$ cat config.mk
export PLATFORM = sky130hd
export DESIGN_NAME = gpio_port_ctrl
export DESIGN_NICKNAME = d
export VERILOG_FILES = /design/src/rtl/gpio_port_pkg.sv /design/src/rtl/gpio_cfg_bank.sv /design/src/rtl/gpio_data_unit.sv /design/src/rtl/gpio_irq_unit.sv /design/src/rtl/gpio_port_ctrl.sv
export SDC_FILE = /design/constraint.sdc
export NUM_CORES = 1
export LEC_CHECK = 0
export BUFFER_PORTS_ARGS = -buffer_cell sky130_fd_sc_hd__buf_2
export CELL_PAD_IN_SITES_DETAIL_PLACEMENT = 0
export CELL_PAD_IN_SITES_GLOBAL_PLACEMENT = 2
export CORE_ASPECT_RATIO = 0.8
export CORE_MARGIN = 10
export CORE_UTILIZATION = 35
export CTS_BUF_LIST = sky130_fd_sc_hd__clkbuf_16
export DETAILED_ROUTE_END_ITERATION = 8
export PLACE_DENSITY_LB_ADDON = 0.1
export SLEW_MARGIN = 20
export SYNTH_ARGS = -nofsm -noshare
export SYNTH_HDL_FRONTEND = slang
export SYNTH_SLANG_ARGS = --single-unit
$ cat constraint.sdc
create_clock -name clk -period 4.3 [get_ports clk]
set_input_delay 0.86 -clock clk [delete_from_list [all_inputs] [get_ports clk]]
set_output_delay 0.86 -clock clk [all_outputs]
set_load 0.01 [all_outputs]
$ cat src/rtl/gpio_port_pkg.sv
package gpio_port_pkg;

  localparam int GPIO_W  = 8;
  localparam int N_CFG   = 16;
  localparam int CFG_IEN = 3;
  localparam int N_ID    = 12;

  typedef enum logic [2:0] {
    RG_DATA, RG_DIR, RG_CFG, RG_RAW, RG_MIS, RG_ICLR, RG_ID, RG_NONE
  } rgn_e;

  function automatic int cfg_slot(input logic [11:0] a);
    logic [9:0] w;
    w = a[11:2];
    case (w)
      10'h101: return 0;
      10'h102: return 1;
      10'h103: return 2;
      10'h104: return 3;
      10'h108: return 4;
      default: begin
        if (w >= 10'h140 && w <= 10'h14A) return 5 + int'(w - 10'h140);
        return -1;
      end
    endcase
  endfunction

  function automatic rgn_e classify(input logic [11:0] a);
    logic [9:0] w;
    w = a[11:2];
    if (w < 10'h100)            return RG_DATA;
    else if (w == 10'h100)      return RG_DIR;
    else if (cfg_slot(a) >= 0)  return RG_CFG;
    else if (w == 10'h105)      return RG_RAW;
    else if (w == 10'h106)      return RG_MIS;
    else if (w == 10'h107)      return RG_ICLR;
    else if (w >= 10'h3F4)      return RG_ID;
    else                        return RG_NONE;
  endfunction

  function automatic logic [7:0] id_byte(input logic [3:0] idx);
    case (idx)
      4'd4:    return 8'h61;
      4'd5:    return 8'h10;
      4'd6:    return 8'h04;
      4'd8:    return 8'h0D;
      4'd9:    return 8'hF0;
      4'd10:   return 8'h05;
      4'd11:   return 8'hB1;
      default: return 8'h00;
    endcase
  endfunction

  function automatic logic [GPIO_W-1:0] merge_bits(input logic [GPIO_W-1:0] old_v,
                                                   input logic [GPIO_W-1:0] new_v,
                                                   input logic [GPIO_W-1:0] en);
    return (old_v & ~en) | (new_v & en);
  endfunction

  function automatic logic [GPIO_W-1:0] pad_level(input logic [GPIO_W-1:0] dat,
                                                  input logic [GPIO_W-1:0] dir);
    return merge_bits({GPIO_W{1'b1}}, dat, dir);
  endfunction

endpackage

$ cat src/rtl/gpio_cfg_bank.sv
module gpio_cfg_bank
  import gpio_port_pkg::*;
#(
  parameter int W = GPIO_W,
  parameter int N = N_CFG,
  localparam int SW = $clog2(N)
) (
  input  logic          clk,
  input  logic          rst_n,
  input  logic          wr_en,
  input  logic [SW-1:0] wr_slot,
  input  logic [W-1:0]  wr_val,
  output logic [W-1:0]  regs_o [N]
);

  for (genvar g = 0; g < N; g++) begin : g_slot
    always_ff @(posedge clk or negedge rst_n) begin
      if (!rst_n)                           regs_o[g] <= '0;
      else if (wr_en && wr_slot == SW'(g))  regs_o[g] <= wr_val;
    end
  end

endmodule

$ cat src/rtl/gpio_data_unit.sv
module gpio_data_unit
  import gpio_port_pkg::*;
#(
  parameter int W = GPIO_W
) (
  input  logic         clk,
  input  logic         rst_n,
  input  logic         wr_en,
  input  logic [W-1:0] wr_mask,
  input  logic [W-1:0] wr_val,
  input  logic         dir_we,
  input  logic [W-1:0] dir_val,
  input  logic [W-1:0] pin_in,
  output logic [W-1:0] data_o,
  output logic [W-1:0] dir_o,
  output logic [W-1:0] wr_bits_o,
  output logic [W-1:0] pin_out
);

  logic [W-1:0] data_nx;

  assign wr_bits_o = wr_en ? (wr_mask & dir_o) : '0;

  always_comb begin
    data_nx = merge_bits(data_o, wr_val, wr_bits_o);
    data_nx = merge_bits(data_nx, pin_in, ~dir_o);
  end

  always_ff @(posedge clk or negedge rst_n) begin
    if (!rst_n) begin
      data_o <= '0;
      dir_o  <= '0;
    end else begin
      data_o <= data_nx;
      if (dir_we) dir_o <= dir_val;
    end
  end

  assign pin_out = pad_level(data_o, dir_o);

endmodule

$ cat src/rtl/gpio_irq_unit.sv
module gpio_irq_unit
  import gpio_port_pkg::*;
#(
  parameter int W = GPIO_W
) (
  input  logic         clk,
  input  logic         rst_n,
  input  logic [W-1:0] evt_set,
  input  logic [W-1:0] clr_bits,
  input  logic [W-1:0] enable,
  output logic [W-1:0] raw_o,
  output logic [W-1:0] masked_o,
  output logic         irq
);

  always_ff @(posedge clk or negedge rst_n) begin
    if (!rst_n) raw_o <= '0;
    else        raw_o <= (raw_o & ~clr_bits) | evt_set;
  end

  assign masked_o = raw_o & enable;
  assign irq      = |masked_o;

endmodule

$ cat src/rtl/gpio_port_ctrl.sv
module gpio_port_ctrl
  import gpio_port_pkg::*;
#(
  parameter int W      = GPIO_W,
  parameter int ADDR_W = 12,
  parameter int DATA_W = 32,
  parameter int NCFG   = N_CFG,
  localparam int SW    = $clog2(NCFG)
) (
  input  logic              clk,
  input  logic              rst_n,
  input  logic              bus_sel,
  input  logic              bus_wr,
  input  logic [ADDR_W-1:0] bus_addr,
  input  logic [DATA_W-1:0] bus_wdata,
  output logic [DATA_W-1:0] bus_rdata,
  output logic              bus_err,
  input  logic [W-1:0]      pin_in,
  output logic [W-1:0]      pin_out,
  input  logic [W-1:0]      evt_set,
  output logic              irq
);

  rgn_e         rgn;
  logic [SW-1:0] slot;
  logic         wr_acc, unmapped_hit;
  logic [W-1:0] addr_mask, data_q, dir_q, wr_bits, raw_q, mis_q, clr_bits, ien_q;
  logic [W-1:0] cfg_q [NCFG];
  logic [3:0]   id_idx;

  assign rgn          = classify(bus_addr);
  assign slot         = SW'(cfg_slot(bus_addr));
  assign wr_acc       = bus_sel & bus_wr;
  assign unmapped_hit = bus_sel & (rgn == RG_NONE);
  assign addr_mask    = bus_addr[W+1:2];
  assign id_idx       = 4'(bus_addr[ADDR_W-1:2] - 10'h3F4);
  assign clr_bits     = (wr_acc && rgn == RG_ICLR) ? bus_wdata[W-1:0] : '0;
  assign ien_q        = cfg_q[CFG_IEN];

  gpio_data_unit #(.W(W)) u_data (
    .clk(clk), .rst_n(rst_n),
    .wr_en(wr_acc && rgn == RG_DATA), .wr_mask(addr_mask), .wr_val(bus_wdata[W-1:0]),
    .dir_we(wr_acc && rgn == RG_DIR), .dir_val(bus_wdata[W-1:0]),
    .pin_in(pin_in), .data_o(data_q), .dir_o(dir_q), .wr_bits_o(wr_bits),
    .pin_out(pin_out)
  );

  gpio_cfg_bank #(.W(W), .N(NCFG)) u_cfg (
    .clk(clk), .rst_n(rst_n),
    .wr_en(wr_acc && rgn == RG_CFG), .wr_slot(slot), .wr_val(bus_wdata[W-1:0]),
    .regs_o(cfg_q)
  );

  gpio_irq_unit #(.W(W)) u_irq (
    .clk(clk), .rst_n(rst_n),
    .evt_set(evt_set), .clr_bits(clr_bits), .enable(ien_q),
    .raw_o(raw_q), .masked_o(mis_q), .irq(irq)
  );

  always_comb begin
    bus_rdata = '0;
    if (bus_sel && !bus_wr) begin
      case (rgn)
        RG_DATA: bus_rdata[W-1:0] = data_q & addr_mask;
        RG_DIR:  bus_rdata[W-1:0] = dir_q;
        RG_CFG:  bus_rdata[W-1:0] = cfg_q[slot];
        RG_RAW:  bus_rdata[W-1:0] = raw_q;
        RG_MIS:  bus_rdata[W-1:0] = mis_q;
        RG_ID:   bus_rdata[7:0]   = id_byte(id_idx);
        default: bus_rdata        = '0;
      endcase
    end
  end

  always_ff @(posedge clk or negedge rst_n) begin
    if (!rst_n) bus_err <= 1'b0;
    else        bus_err <= unmapped_hit;
  end

endmodule

# [After elaboration in Yosys (flattened, before gate mapping)]
# Cells that the tools add are included.
[word_totals] output_inout_bits=42 latch_bits=0 romBits=0 n_memories=0 elab_cells=140 in_bits=64 mem_bits_rw=0 regBits=153
[classes] n_mux=26 n_eq_ne=38 multipliers=0 magnitude_cmp=6 n_shift=0 add_sub_neg=3 bitwise=20 div=0 n_reduce_logical=27
[ops] operator="$pmux W32 S5" count=1
[ops] operator="$mux W32" count=4
[ops] operator="$eq A10 B9 Y1 const B" count=9
[ops] operator="$and A8 B8 Y8" count=9
[ops] operator="$pmux W8 S7" count=1
[ops] operator="$eq A4 B4 Y1 const B" count=12
[ops] operator="$pmux W8 S6" count=1
[ops] operator="$mux W8" count=5
[ops] operator="$bmux W8 S4" count=1
[ops] operator="$ge A32 B1 Y1 const B" count=1
[ops] operator="$not A8 Y8" count=4
[ops] operator="$or A8 B8 Y8" count=4
[ops] operator="$eq A4 B3 Y1 const B" count=7
[ops] operator="$logic_and A1 B1 Y1" count=22
[ops] operator="$pmux W4 S5" count=1
[ops] operator="$add A4 B11 Y12 const A" count=1
[ops] operator="$eq A3 B3 Y1 const B" count=4
[ops] operator="$mux W3" count=4
[ops] operator="$sub A10 B9 Y11 const B" count=1
[ops] operator="$ge A10 B10 Y1 const B" count=1
[ops] operator="$ge A10 B9 Y1 const B" count=1
[ops] operator="$le A10 B9 Y1 const B" count=1
[ops] operator="$lt A10 B9 Y1 const B" count=1
[ops] operator="$eq A4 B2 Y1 const B" count=2
[ops] operator="15 further kinds" count=22

# [Longest topological paths before layout]
# Gate-level depths: netlist of the first run.
[logic_depth] word_depth=22 depth_mapped=12 ltp_nobuf=10

# [Hierarchy]
# From an unflattened synthesis of the first run, not the netlist that was laid out.
[hier_totals] cells_unflattened=763 area_unflattened_um2=8613.3
[by_module_without_submodules] mod="gpio_cfg_bank" cells_per_inst=294 area_per_inst_um2=4943.5 n_inst=1 seq_area_each_um2=3203.1
[by_module_without_submodules] mod="gpio_port_ctrl" cells_per_inst=359 area_per_inst_um2=2447.3 n_inst=1 seq_area_each_um2=25.0
[by_module_without_submodules] mod="gpio_data_unit" cells_per_inst=75 area_per_inst_um2=857.1 n_inst=1 seq_area_each_um2=400.4
[by_module_without_submodules] mod="gpio_irq_unit" cells_per_inst=35 area_per_inst_um2=365.4 n_inst=1 seq_area_each_um2=200.2

# [Worst setup path after synthesis of the first run]
# No wires, ideal clock.
[synth_path] kind="in2out" start="input bus_addr[7]" end="output bus_rdata[6]" setup_slack_ps=73 n_path_buf=2 t_arrival_ps=3367 t_required_ps=3440 cell_stages=9 path_cell_list="buf_2 > or4b_2 > nor3_2 > nor4_1 > a2bb2oi_2 > buf_4 > mux2_2 > a2111oi_0 > a21oi_1"
[synth_via] elab_chain_cells=17 word_cells_on_any_way=47 cone_classes="add/sub (2); order compare (5); eq/ne (14); mux (23); bitwise (1); reduce/logical (2)"
[synth_rtl] item="start, declared" line_no="gpio_port_ctrl.sv:14" rtl="input logic [ADDR_W-1:0] bus_addr,"
[synth_rtl] item="parallel branches: the longest is 15 deep, another holds $ge A32 B1 Y1"
[synth_rtl] item="$pmux W8 S6 (*)" line_no="gpio_port_ctrl.sv:63" rtl="case (rgn)"
[synth_rtl] item="$mux W8 (*)" line_no="gpio_port_ctrl.sv:62" rtl="if (bus_sel && !bus_wr) begin"
[synth_rtl] item="end, declared" line_no="gpio_port_ctrl.sv:16" rtl="output logic [DATA_W-1:0] bus_rdata,"
# Every way passes the cells marked *. The select of a mux whose other input is x is not followed.

# [Worst setup path after layout of the first run]
[layout_path] start="input bus_addr[6]" end="output bus_rdata[6]"
# The elaborated chain is that of the path after synthesis.

==> results of run 1 <==
-- per-stage QoR --
stage               power (mW)   util  area [um2]
floorplan                 1.64      -        8550
global placement          1.77  0.407        9590
detailed placement        1.78  0.407        9590
CTS                       3.43  0.463       10900
global route              3.54  0.476       11200
finish                    3.41  0.476       11200
-- logic make-up after synthesis --
| kind of cell | after synthesis |
|---|---|
| adder cells (fa/ha/maj) | 8 |
| XOR/XNOR | 3 |
| AND/OR/NAND/NOR | 147 |
| other | 1 |
| flip-flops | 153 |
| multiplexers | 214 |
| AO/OA/AOI/OAI | 117 |
| buffers and inverters | 82 |
-- cell usage after synthesis, types with 5 or more instances --
library cell,n
a21o_1,22
a21oi_1,20
a22oi_1,12
buf_2,20
buf_4,26
clkbuf_1,22
dfrtp_1,153
ha_1,8
inv_1,8
mux2_1,21
mux2_2,127
mux2_4,16
mux2i_1,50
nand2_1,30
nand2b_1,12
nand3_1,22
nor2_1,29
nor3_1,9
o21ai_0,8
o22ai_1,12
or3_1,7
or3b_1,5
-- registers in the layout, summed over array words and instances (netlist names), named ones only --
signal and flops:
u_cfg.regs_o 128, u_data.dir_o 8, u_irq.raw_o 8, bus_err 1
-- metal layers --
layer / vias to the layer above / share of wire / GRT usage
met5: - / 0 / 0
met4: 0 / 0.0079 / 0.0353
met3: 16 / 0.043 / 0.0288
met2: 150 / 0.46 / 0.268
met1: 3284 / 0.49 / 0.242
li1: 2918 / - / -
-- critical path: stages --
cell and delay (ns):
buf_6 0.09, or4b_4 0.56, nor3_4 0.28, buf_6 0.15, a2bb2oi_4 0.27, buf_6 0.17, mux2i_4 0.26, nor3_4 0.07
a2111oi_4 0.34, buf_4 0.18, a21oi_2 0.06, buf_2 0.15
-- worst min-delay path by stage --
stage / end / start / cells after the start / slack [ns]
global route: u_cfg.regs_o[92]$_DFFE_PN0P_ / u_cfg.regs_o[92]$_DFFE_PN0P_ / 1 / 0.51
global placement: u_cfg.regs_o[31]$_DFFE_PN0P_ / u_cfg.regs_o[31]$_DFFE_PN0P_ / 1 / 0.47
detailed placement: u_cfg.regs_o[27]$_DFFE_PN0P_ / u_cfg.regs_o[27]$_DFFE_PN0P_ / 1 / 0.48
finish: u_data.dir_o[0]$_DFFE_PN0P_ / rst_n / 1 / 0.47
CTS: u_cfg.regs_o[27]$_DFFE_PN0P_ / u_cfg.regs_o[27]$_DFFE_PN0P_ / 1 / 0.49
floorplan: u_cfg.regs_o[27]$_DFFE_PN0P_ / u_cfg.regs_o[27]$_DFFE_PN0P_ / 1 / 0.46
-- layout by cell type (no fill, tap or decap), types with 4 or more instances in the layout --
cell type and count:
nand2_1 28, o211ai_1 4, clkbuf_16 17, or3b_1 5, a22oi_2 5, conb_1 24
nor2_1 24, or3_1 6, mux2i_1 45, nand2b_1 11, nor3_2 5, nor2_2 7
buf_12 7, mux2_4 19, a22oi_1 8, nand3_1 20, ha_4 6, o21ai_0 6
o22ai_1 4, inv_1 5, o22a_1 4, dfrtp_1 153, mux2_1 21, o22ai_2 7
buf_2 46, buf_4 99, mux2_2 124, buf_6 28, a21o_1 22, a21oi_1 19
-- layout make-up --
class | count | area share
Multi-Input combinational cell | 513 | 0.433
Sequential cell | 153 | 0.341
Timing Repair Buffer | 184 | 0.134
Clock buffer | 17 | 0.0379
Tap cell | 312 | 0.0347
Clock inverter | 15 | 0.0169
Inverter | 8 | 0.00290
-- power by group through the flow --
stage	clock network, mW	registers (mW)	logic [mW]
3_5_place_dp	0	1.49	0.284
2_1_floorplan	0	1.49	0.155
5_1_grt	1.69	1.47	0.384
4_1_cts	1.62	1.46	0.339
3_3_place_gp	0	1.49	0.279
6_report	1.59	1.46	0.355
-- timing repair --
item                                    4_1_cts  5_1_grt
gates resized for setup                      84       74
pin swaps                                    23       30
buffers inserted                             27       14
endpoints found under the setup margin        8        8
gates cloned                                  3        0
==> flow_summary.yaml, run 1 <==
floorplanning:
  start_util: 0.359
  design.die.area_um2: 30900
  num_io_pins: 106
  die_y_um: 159
  core_um2: 23600
  fp-row-count: 50
  dieWidth_um: 194
sta:
  relSlewSlack: 0.413
  fin_setup_tns_ns: -0.00498
  finalHoldViolations: 0
  max_freq_mhz: 232
  setup_ws_ns: -0.00498
  skew_ns: 0.00352
  slew_violations: 0
  finalSetupViolCount: 1
  rsz0062_at_grt: "yes"
  finalCriticalPeriod_ns: 4.30
  fin_hold_ws_ns: 0.471
  tightest_slew_ns: 0.880
  period_share: 1.00
worst_setup_path:
  r2r_start: "u_cfg.regs_o[102]$_DFFE_PN0P_"
  endpoint: "bus_rdata[6]"
  worstSetupStartpoint: "bus_addr[6]"
  crit_fanout: 5
  crit_path_end_kind: "output pin"
  cp.arrival_ns: 3.44
  cp.required_ns: 3.44
  criticalPathCategory: "in2out"
  reg2regPathDepth: 1
  start_kind: "input port"
  timing.rr.end: "u_cfg.regs_o[102]$_DFFE_PN0P_"
  r2r_setup_slack_ns: 3.45
cts:
  hold_buffers: 0
  cts_tree: "yes"
  cts.clk_slew.worst_paths_ns: 0.06
  cts-htree-levels: 4
  cts_buffer_depth: 2
  clock_latency_ns: 0.42
  numCtsBuffers: 17
  clockRootBuffer: "clkbuf_16"
  cts_num_sinks: 153
pwr:
  pwr-share-clk: 0.467
  p_leak_nw: 5.56
  p_int_mw: 2.53
  p_per_area_nw_per_um2: 304
  p_seq_frac: 0.429
  power_frac_comb: 0.104
  power_switching_mw: 0.883
  switching_share: 0.259
  ir_worst_vdd_mv: 0.252
synth:
  synth_top_area_frac: 0.452
  yosys.area.top_type: "dfrtp_1"
  synth.ff_latch_count: 153
  synthCells: 725
  synth-compound-area-share: 0.0990
  synthMuxAreaShare: 0.284
  synth_edf_count: 0
  synth_xor_area_frac: 0.00310
  seq_area_frac_synth: 0.452
  syn_area_um2: 8470
  synth.distinct_cells: 68
  synth_ff_type: "dfrtp_1"
  postSynthAreaPerCell_um2: 11.7
  async_reset_ff_frac: 1.00
  yosys.area_share.simple: 0.0947
  synthAdderAreaFrac: 0.0118
  synth_top_cells_by_area: "dfrtp_1 45%, mux2_2 17%, mux2i_1 5.9%, mux2_4 2.8%, mux2_1 2.8%"
  synth_warnings: 0
  synth_top_family_by_area: "multiplexers"
grt:
  grt_usage: 0.171
  overflow: 0
  grt_pass1_vias: 6702
  grt_pass1_wl_um: 41400
  grt_start_max_net_pins: 89
  antenna_found_initial: 0
route:
  wl_per_cell_um: 22.4
  firstDrtPassIters: 5
  route.detailed.drc: 0
  ant_nets: 0
  dr_total_vias: 6368
  drtIter0Drc: 314
  finalWirelength_um: 27000
  viasPerCell: 5.30
place:
  gp_congestion: 0.831
  portBuffers: 55
  place_inst: 1135
  place_ws_ns: -0.402
  hpwlAfterDp_um: 18700
final_layout:
  area_growth_pct: 32.7
  n_antenna_cell: 0
  n_fill_cell: 2142
  drive_gt1_frac: 0.500
  nNetsFinal: 949
  multi_input_area_um2: 4860
  stdcell_count: 1202
  seqCellArea_um2: 3830
flow_run:
  cap_violations: 0
outcome:
  outcome: "finished with violations"
  violations: "negative setup slack"
hold_path:
  min_path_type: "in2async"
(Power assumes the default switching activity.)
==> run 2, diff against run 1 <==
Clock period 4.3 ns to 4.2 ns, I/O delays scaled along.
==> flow_summary.yaml, run 2 (same netlist as run 1, synthesis figures left out) <==
route:
  ant_nets: 0
  finalWirelength_um: 26500
  wl_per_cell_um: 22.0
  wl_met3_um: 1500
  route.detailed.drc: 0
  firstDrtPassIters: 4
  wl_met1_um: 12600
  top_layer: "met4"
  dr_total_vias: 6276
  wl_met2_um: 12100
  drtIter0Drc: 386
  viasPerCell: 5.21
cts:
  cts.clk_slew.worst_paths_ns: 0.06
  cts_buffer_depth: 2
  cts_tree: "yes"
  cts-htree-levels: 4
  clockRootBuffer: "clkbuf_16"
  cts_num_sinks: 153
  numCtsBuffers: 17
  clock_latency_ns: 0.43
floorplanning:
  dieWidth_um: 194
  core_um2: 23600
  start_util: 0.359
  design.die.area_um2: 30900
  num_io_pins: 106
  die_y_um: 159
  fp-row-count: 50
hold_path:
  hp-start: "u_cfg.regs_o[89]$_DFFE_PN0P_"
  whs_endpoint: "u_cfg.regs_o[89]$_DFFE_PN0P_"
  hold_path_depth: 1
  min_path_type: "reg2reg"
worst_setup_path:
  r2r_start: "u_data.dir_o[6]$_DFFE_PN0P_"
  crit_fanout: 6
  start_kind: "input port"
  reg2regPathDepth: 1
  cp.arrival_ns: 3.35
  criticalPathCategory: "in2out"
  timing.rr.end: "u_data.dir_o[6]$_DFFE_PN0P_"
  r2r_setup_slack_ns: 3.35
  cp.required_ns: 3.36
  crit_path_end_kind: "output pin"
outcome:
  outcome: "completed"
grt:
  grt_pass1_vias: 6798
  overflow: 0
  antenna_found_initial: 0
  grt_usage: 0.170
  grt_pass1_wl_um: 41100
  grt_start_max_net_pins: 104
final_layout:
  stdcell_count: 1204
  n_fill_cell: 2165
  largest_register: "u_cfg.regs_o"
  drive_gt1_frac: 0.488
  n_antenna_cell: 0
  largest_reg_flops: 128
  area_growth_pct: 32.1
  top_regs: "u_cfg.regs_o x128, u_data.dir_o x8, u_irq.raw_o x8"
  nNetsFinal: 951
  final_common_cell: "dfrtp_1"
  postLayoutCoreUtil: 0.474
  layout_common_cells: "153 x dfrtp_1, 124 x mux2_2, 105 x buf_4, 48 x mux2i_1, 44 x buf_2"
  multi_input_area_um2: 4820
  seqCellArea_um2: 3830
flow_run:
  cap_violations: 0
pwr:
  p_total_mw: 3.32
  power_switching_mw: 0.863
  p_int_mw: 2.46
  pwr-share-clk: 0.439
  ir_worst_vdd_mv: 0.258
  p_per_area_nw_per_um2: 297
  power_frac_comb: 0.110
  p_leak_nw: 5.55
  p_seq_frac: 0.451
  switching_share: 0.260
sta:
  relSlewSlack: 0.322
  slew_violations: 0
  tightest_slew_ns: 1.02
  rsz0062_at_grt: "yes"
  finalHoldViolations: 0
  max_freq_mhz: 239
  finalSetupViolCount: 0
  skew_ns: 0.000307
  finalCriticalPeriod_ns: 4.19
  period_share: 0.997
place:
  gp_congestion: 0.840
  portBuffers: 55
  place_inst: 1142
  hpwlAfterDp_um: 18800
==> run 2: cell count changes in the layout (fill, tap and decap cells not counted), moves of 3 or more <==
| cell | previous run | this run |
|---|---|---|
| buf_12 | 7 | 11 |
| mux2i_1 | 45 | 48 |
| a22oi_2 | 5 | 1 |
| a22oi_1 | 8 | 12 |
| buf_6 | 28 | 22 |
| inv_8 | 3 | 0 |
| buf_4 | 99 | 105 |
==> run 2: final cells by class <==
class                   count  area share
multi-input cells         513       0.431
flip-flops and latches    153       0.342
repair buffers            186       0.139
clock buffers              17      0.0380
well taps                 312      0.0349
clock inverters            15      0.0114
inverters                   8     0.00313
==> run 2: repair_timing <==
action,CTS,global route
pin swaps,23,13
resized for setup,91,43
cloned,2,1
hold buffers,0,0
setup endpoints to repair,8,8
buffers inserted,25,5
==> run 2: through the flow <==
stage	setup WS, ns	area, um2	hold slack [ns]	TNS [ns]
3_3_place_gp	-0.430	9670	0.471	-4.33
2_1_floorplan	0.0135	8550	0.460	0
6_report	0.0124	11200	0.490	0
3_5_place_dp	-0.416	9670	0.480	-4.93
4_1_cts	-0.0441	10900	0.494	-0.0441
5_1_grt	-0.0703	11200	0.507	-0.383
==> run 2: worst max path at each step <==
stage | startpoint | end | slack (ns) | depth (start not counted)
2_1_floorplan | bus_addr[7] | bus_rdata[6] | 0.01 | 9
3_3_place_gp | bus_addr[2] | bus_rdata[3] | -0.43 | 15
3_5_place_dp | bus_addr[3] | bus_rdata[3] | -0.42 | 13
4_1_cts | bus_addr[7] | bus_rdata[3] | -0.04 | 13
5_1_grt | bus_addr[7] | bus_rdata[3] | -0.07 | 15
6_report | bus_addr[7] | bus_rdata[3] | 0.01 | 12
==> run 2: routing by layer <==
metal  vias to the layer above  GRT usage
met5                         -          0
met4                         0     0.0416
met3                        19     0.0349
met2                       122      0.265
met1                      3216      0.235
li1                       2919          -
==> run 2: power groups by stage <==
stage	Sequential (mW)	Clock [mW]	Combinational (mW)
2_1_floorplan	1.52	0	0.159
5_1_grt	1.50	1.56	0.396
6_report	1.50	1.46	0.365
3_3_place_gp	1.53	0	0.291
4_1_cts	1.50	1.50	0.345
3_5_place_dp	1.53	0	0.296
==> run 2: critical path, cell delays in order <==
cell and delay (ns):
buf_12 0.11, or4b_4 0.57, nor3_4 0.28, buf_6 0.15, a2bb2oi_4 0.22, buf_12 0.17
buf_12 0.14, buf_12 0.12, mux2i_1 0.10, a22o_1 0.22, o31ai_4 0.24, buf_2 0.17
